[src/rtl/trq_pkg.sv]
package trq_pkg;

    // Controller states for the head of the queue
    typedef enum logic [1:0] {
        ST_IDLE = 2'd0,   // nothing held
        ST_HOLD = 2'd1,   // entries held, head not yet due
        ST_SEND = 2'd2    // head due and offered
    } trq_state_e;

endpackage

[src/rtl/trq_timebase.sv]
module trq_timebase #(
    parameter int TIME_W = 16
) (
    input  logic              clk,
    input  logic              rst_n,
    output logic [TIME_W-1:0] now_q
);

    always_ff @(posedge clk or negedge rst_n) begin
        if (!rst_n) begin
            now_q <= '0;
        end else begin
            now_q <= now_q + TIME_W'(1);
        end
    end

endmodule

[src/rtl/trq_store.sv]
// Sorted entry store: pop shifts everything down by one, then the new entry
// is slotted after every remaining entry whose time is not later than its own.
module trq_store #(
    parameter int DEPTH  = 8,
    parameter int TIME_W = 16,
    parameter int TAG_W  = 8,
    localparam int CNT_W = $clog2(DEPTH + 1)
) (
    input  logic              clk,
    input  logic              rst_n,
    input  logic              pop,
    input  logic              ins_en,
    input  logic [TIME_W-1:0] ins_time,
    input  logic [TAG_W-1:0]  ins_tag,
    output logic [TIME_W-1:0] head_time,
    output logic [TAG_W-1:0]  head_tag,
    output logic [CNT_W-1:0]  cnt,
    output logic [CNT_W-1:0]  nxt_cnt,
    output logic [TIME_W-1:0] nxt_head_time
);

    logic [DEPTH-1:0][TIME_W-1:0] t_q, t_p, t_n;
    logic [DEPTH-1:0][TAG_W-1:0]  g_q, g_p, g_n;
    logic [DEPTH-1:0]             keep_lo;
    logic [CNT_W-1:0]             cnt_q, cnt_p;

    assign cnt_p   = cnt_q - CNT_W'(pop);
    assign nxt_cnt = cnt_p + CNT_W'(ins_en);

    genvar i;
    generate
        for (i = 0; i < DEPTH; i++) begin : g_slot
            // view after the pop has been applied
            if (i == DEPTH - 1) begin : g_last
                assign t_p[i] = pop ? '0 : t_q[i];
                assign g_p[i] = pop ? '0 : g_q[i];
            end else begin : g_mid
                assign t_p[i] = pop ? t_q[i+1] : t_q[i];
                assign g_p[i] = pop ? g_q[i+1] : g_q[i];
            end

            // remaining entry i stays ahead of the new one
            assign keep_lo[i] = (CNT_W'(i) < cnt_p) && (t_p[i] <= ins_time);

            // sorted placement
            if (i == 0) begin : g_first
                assign t_n[i] = (!ins_en || keep_lo[i]) ? t_p[i] : ins_time;
                assign g_n[i] = (!ins_en || keep_lo[i]) ? g_p[i] : ins_tag;
            end else begin : g_rest
                assign t_n[i] = (!ins_en || keep_lo[i]) ? t_p[i] :
                                (keep_lo[i-1] ? ins_time : t_p[i-1]);
                assign g_n[i] = (!ins_en || keep_lo[i]) ? g_p[i] :
                                (keep_lo[i-1] ? ins_tag : g_p[i-1]);
            end
        end
    endgenerate

    always_ff @(posedge clk or negedge rst_n) begin
        if (!rst_n) begin
            t_q   <= '0;
            g_q   <= '0;
            cnt_q <= '0;
        end else begin
            t_q   <= t_n;
            g_q   <= g_n;
            cnt_q <= nxt_cnt;
        end
    end

    assign head_time     = t_q[0];
    assign head_tag      = g_q[0];
    assign cnt           = cnt_q;
    assign nxt_head_time = t_n[0];

endmodule

[src/rtl/trq_ctrl.sv]
module trq_ctrl
    import trq_pkg::*;
#(
    parameter int DEPTH  = 8,
    parameter int TIME_W = 16,
    localparam int CNT_W = $clog2(DEPTH + 1)
) (
    input  logic              clk,
    input  logic              rst_n,
    input  logic [TIME_W-1:0] now_q,
    input  logic [CNT_W-1:0]  nxt_cnt,
    input  logic [TIME_W-1:0] nxt_head_time,
    output logic              out_valid,
    output logic              empty
);

    trq_state_e        st_q, st_d;
    logic [TIME_W-1:0] now_nx;
    logic              due_nx;
    logic              have_nx;

    assign now_nx  = now_q + TIME_W'(1);
    assign have_nx = (nxt_cnt != '0);
    assign due_nx  = (nxt_head_time <= now_nx);

    // next-state
    always_comb begin
        st_d = st_q;
        unique case (st_q)
            ST_IDLE: begin
                if (have_nx) st_d = due_nx ? ST_SEND : ST_HOLD;   // FILL
            end
            ST_HOLD: begin
                if (!have_nx)    st_d = ST_IDLE;                  // DRAIN
                else if (due_nx) st_d = ST_SEND;                  // MATURE
            end
            ST_SEND: begin
                if (!have_nx)     st_d = ST_IDLE;                 // DRAIN
                else if (!due_nx) st_d = ST_HOLD;                 // RETIRE
            end
            default: st_d = ST_IDLE;
        endcase
    end

    // state register
    always_ff @(posedge clk or negedge rst_n) begin
        if (!rst_n) st_q <= ST_IDLE;
        else        st_q <= st_d;
    end

    // outputs
    always_comb begin
        out_valid = (st_q == ST_SEND);
        empty     = (st_q == ST_IDLE);
    end

endmodule

[src/rtl/trq_top.sv]
module trq_top #(
    parameter int DEPTH  = 8,
    parameter int TIME_W = 16,
    parameter int TAG_W  = 8
) (
    input  logic              clk,
    input  logic              rst_n,
    input  logic              ins_valid,
    input  logic              ins_need_resp,
    input  logic [TIME_W-1:0] ins_time,
    input  logic [TAG_W-1:0]  ins_tag,
    output logic              out_valid,
    input  logic              out_ready,
    output logic [TAG_W-1:0]  out_tag,
    output logic [TIME_W-1:0] send_at,
    output logic              empty,
    output logic              full
);

    localparam int CNT_W = $clog2(DEPTH + 1);

    logic [TIME_W-1:0] cur_time;
    logic [CNT_W-1:0]  cnt, nxt_cnt;
    logic [TIME_W-1:0] nxt_head_time;
    logic              pop, ins_en;

    assign full   = (cnt == CNT_W'(DEPTH));
    assign pop    = out_valid && out_ready;
    assign ins_en = ins_valid && ins_need_resp && !full;

    trq_timebase #(.TIME_W(TIME_W)) u_time (
        .clk   (clk),
        .rst_n (rst_n),
        .now_q (cur_time)
    );

    trq_store #(.DEPTH(DEPTH), .TIME_W(TIME_W), .TAG_W(TAG_W)) u_store (
        .clk           (clk),
        .rst_n         (rst_n),
        .pop           (pop),
        .ins_en        (ins_en),
        .ins_time      (ins_time),
        .ins_tag       (ins_tag),
        .head_time     (send_at),
        .head_tag      (out_tag),
        .cnt           (cnt),
        .nxt_cnt       (nxt_cnt),
        .nxt_head_time (nxt_head_time)
    );

    trq_ctrl #(.DEPTH(DEPTH), .TIME_W(TIME_W)) u_ctrl (
        .clk           (clk),
        .rst_n         (rst_n),
        .now_q         (cur_time),
        .nxt_cnt       (nxt_cnt),
        .nxt_head_time (nxt_head_time),
        .out_valid     (out_valid),
        .empty         (empty)
    );

endmodule

[config.mk]
export PLATFORM = sky130hd
export DESIGN_NAME = trq_top
export DESIGN_NICKNAME = d
export VERILOG_FILES = /design/src/rtl/trq_pkg.sv /design/src/rtl/trq_timebase.sv /design/src/rtl/trq_store.sv /design/src/rtl/trq_ctrl.sv /design/src/rtl/trq_top.sv
export SDC_FILE = /design/constraint.sdc
export NUM_CORES = 1
export LEC_CHECK = 0
export CORE_MARGIN = 2
export CORE_UTILIZATION = 55
export DETAILED_ROUTE_END_ITERATION = 12
export PLACE_DENSITY = 0.79
export SYNTH_ARGS = -nofsm -noshare
export SYNTH_HDL_FRONTEND = slang
export SYNTH_SLANG_ARGS = --single-unit
[constraint.sdc]
create_clock -name clk -period 4.85 [get_ports clk]
set_input_delay 0.97 -clock clk [delete_from_list [all_inputs] [get_ports clk]]
set_output_delay 0.97 -clock clk [all_outputs]
set_load 0.02 [all_outputs]
==> results of run 1 <==
[cell type report]
class                   count  area, sq um
clock inverters            11          161
multi-input cells        1402         9850
fillers                  2288         9780
flip-flops and latches    214         5360
clock buffers              34          709
inverters                  96          373
repair buffers            241         2140
well taps                 384          480
[how the worst max path moves through the flow]
stage               startpoint                         end  slack (ns)  depth (start not counted)
global route         out_ready  u_ctrl.st_q[0]$_DFFE_PN0P_       -0.05                         24
floorplan            out_ready  u_ctrl.st_q[1]$_DFFE_PN0P_        0.01                         22
global placement     out_ready  u_ctrl.st_q[1]$_DFFE_PN0P_       -0.34                         20
CTS                  out_ready  u_ctrl.st_q[1]$_DFFE_PN0P_        0.01                         21
detailed placement   out_ready  u_ctrl.st_q[1]$_DFFE_PN0P_       -0.53                         20
finish               out_ready  u_ctrl.st_q[1]$_DFFE_PN0P_        0.16                         22
[metrics by stage]
step                      instances  util [%]
after global placement         2334      62.8
after floorplan                1869         -
after global routing           2382      66.1
after detailed placement       2334      62.8
final                          2382      66.1
after CTS                      2379      65.8
[power groups by stage]
stage | Clock, mW | Combinational (mW) | Sequential [mW]
global route | 2.12 | 8.68 | 3.20
CTS | 2.05 | 7.75 | 3.12
floorplan | 0 | 5.39 | 2.94
finish | 2.03 | 7.88 | 3.14
global placement | 0 | 7.31 | 3.14
detailed placement | 0 | 7.65 | 3.15
[synth_stat cells, drive strengths merged, types with 2 or more instances]
library cell	n	area, sq um
a21bo	3	30.0
ha	149	1860
o21bai	2	15.0
and4	4	35.0
inv	95	357
or2	4	25.0
o21ai	105	526
o211ai	7	52.6
o31ai	7	52.6
buf	63	424
nand2b	5	31.3
o311ai	39	342
a211oi	5	37.5
or4	2	18.8
clkbuf	94	353
mux2i	186	1860
nor2	58	218
o21a	3	22.5
xor2	9	78.8
nor4	7	50.1
nand2	293	1100
nor3	35	175
nand3	101	505
xnor2	10	87.6
a21o	12	90.1
a21boi	3	26.3
and3	26	163
or3	10	62.6
nand4	102	644
o22ai	9	56.3
dfrtp	214	5360
and2	28	175
a221oi	3	26.3
nor2b	12	75.1
a21oi	90	454
a31oi	11	81.3
mux2	54	691
[worst register-to-register path, cell delays in order (launching register included)]
cell and delay (ns):
dfrtp_1 0.44, nor2b_2 0.31, nand2_4 0.16, clkinv_8 0.12, buf_12 0.12, mux2i_1 0.25, inv_1 0.07, ha_1 0.30
nand4_1 0.22, nor4_4 0.27, a21bo_2 0.29, a31oi_4 0.20, o21ai_4 0.08, buf_4 0.16, a21oi_1 0.22, ha_1 0.28
nor2b_1 0.13, o21a_1 0.16, o21a_1 0.18, o21bai_1 0.15, a21oi_1 0.10, o32ai_2 0.14, nor2b_1 0.16
[routing by layer]
metal,wire [microns],vias up
met2,23100,530
met1,18700,7227
met3,2400,156
li1,-,6931
met5,0,-
met4,2120,0
[state kept, by name, indices dropped and copies added, names as in the netlist]
register           flops
u_time.now_q          16
u_store.g_q           56
u_store.head_tag       8
u_store.cnt            4
u_store.head_time     16
u_ctrl.st_q            2
u_store.t_q          112
[timing repair]
item,in CTS,in global routing
buffers inserted,0,3
gates resized for setup,0,8
setup endpoints to repair,0,6
[cells by family after synthesis]
logic type               after synthesis  synth area share, %
flip-flops                           214                 33.0
XOR/XNOR                              19                 1.02
buffers and inverters                253                 7.00
multiplexers                         240                 15.7
adder cells (fa/ha/maj)              149                 11.5
AO/OA/AOI/OAI                        306                 11.6
AND/OR/NAND/NOR                      688                 20.2
==> impl_metrics.yaml, run 1 <==
die:
  start_util_pct: 56.3
  rows: 62
  die_h_microns: 176
  dieWidth_microns: 176
  core_sq_um: 28900
  dieArea_sq_um: 30900
  io_pins: 56
global_route:
  antenna_found_initial: 0
  grt_pass1_vias: 15300
  use_met3_pct: 3.61
  grt.busiest_layer: "met2"
  use_met1_pct: 37.2
  grt_overflow: 0
  track_usage_pct: 30.0
  grt_pass1_wl_microns: 75800
  grt_max_degree: 113
  gr-usage-met2_pct: 52.7
setup_path:
  cp_max_fo: 9
  crit_slowest_cell: "clkdlybuf4s50_1"
  end_kind: "register"
  crit_chain: "clkdlybuf4s50_1 > nand2_4 > clkinv_8 > buf_12 > mux2i_1 > inv_1 > ha_1 > nand4_1 > nor4_4 > a21bo_2 > a31oi_4 > o21ai_4 > buf_4 > a21oi_1 > ha_1 > nor2b_1 > o21a_1 > o21a_1 > o21bai_1 > a21oi_1 > o32ai_2 > nor2b_1"
  required_ns: 5.33
  arrival_ns: 5.17
  worst-path-buf-inv: 5
  worstSetupPathType: "input pin to register"
  critPathLaunchType: "input pin"
  critPathMaxStageDelay_ns: 0.50
  rrSetupSlack_ns: 0.28
  r2r_start: "u_ctrl.st_q[1]$_DFFE_PN0P_"
  reg2reg_depth: 22
  cp_top_family: "compound AO/OA/AOI/OAI gates"
  r2r_end: "u_ctrl.st_q[1]$_DFFE_PN0P_"
place:
  place_ws_ns: -0.535
  place_area_sq_um: 18100
  hpwl_microns: 33900
  finalWeightedCongestion: 0.884
  port_buffers: 55
logic_synthesis:
  yosysUniqueCellTypes: 60
  synth_nets: 2047
  synth_edf_count: 0
  syn_avg_cell_area_sq_um: 8.69
  synth-seq-cells: 214
  ys.flop_type: "dfrtp_1"
  ys_async_sr_fraction_pct: 100
  syn_area_sq_um: 16200
  ys_seq_area_share_pct: 33.0
  yosysWarnings: 0
  syn_inst: 1869
clock_network:
  cts_buffer_depth: 3
  cts_tree: "built"
  cts-hold-fix-buffers: 0
  htree_levels: 1
  cts_buffers: 25
  cts_root_buffer: "clkbuf_16"
  cts.sinks: 214
  clkTransAtPathRegs_ns: 0.06
  clkLatencyLatePin_ns: 0.55
final_layout:
  final_cell_mix: "nand2_1, dfrtp_1, mux2i_1"
  layout_commonest_cell: "nand2_1"
  antenna_cells: 0
  final_nets: 2158
  drive_gt1_share_pct: 15.7
  syn_to_final_growth_pct: 17.5
  fin_area_sq_um: 19100
power:
  power_frac_seq_pct: 24.0
  p_int_mw: 7.40
  power_frac_comb_pct: 60.4
  power-per-cell-area_nw_per_um2: 685
  p_clk_share_pct: 15.6
  ir_drop_mv: 0.396
  finalPower_mw: 13.1
  switchingPower_mw: 5.66
  power.static_leakage_nw: 9.17
  swShare_pct: 43.3
min_path:
  hp-class: "input pin to asynchronous set/reset pin"
timing:
  finalMaxSlewViolations: 0
  hold_viol_final: 0
  fin_crit_ns: 4.69
  finalWorstSetupSlack_ns: 0.156
  holdWs_ns: 0.453
  worst_pin_slew_ns: 0.885
  setup_viol: 0
  min_period_over_period_pct: 96.8
  finalSetupTns_ns: 0
  max_freq_mhz: 213
  max_slew_margin_pct: 41.0
  fin_skew_ns: 0.0215
detailed_routing:
  drc: 0
  routed_via_density: 6.23
  ant_nets: 0
  wl_per_cell_microns: 19.4
  drt_iter0_drc: 1250
  drt-pass1-iter-count: 5
  num_vias: 14800
  wl_microns: 46300
flow_run:
  drv_cap: 0
run_status:
  status: "completed"
Note: power is estimated with default switching activity, not from simulation.
==> run 2: changes to the inputs <==
--- a/config.mk
+++ b/config.mk
@@ -9,6 +9,7 @@
 export CORE_UTILIZATION = 55
 export DETAILED_ROUTE_END_ITERATION = 12
 export PLACE_DENSITY = 0.79
+export SKIP_CTS_REPAIR_TIMING = 1
 export SYNTH_ARGS = -nofsm -noshare
 export SYNTH_HDL_FRONTEND = slang
 export SYNTH_SLANG_ARGS = --single-unit
==> results of run 2 <==
No change in the layout: final DEF, timing and power equal those of run 1.
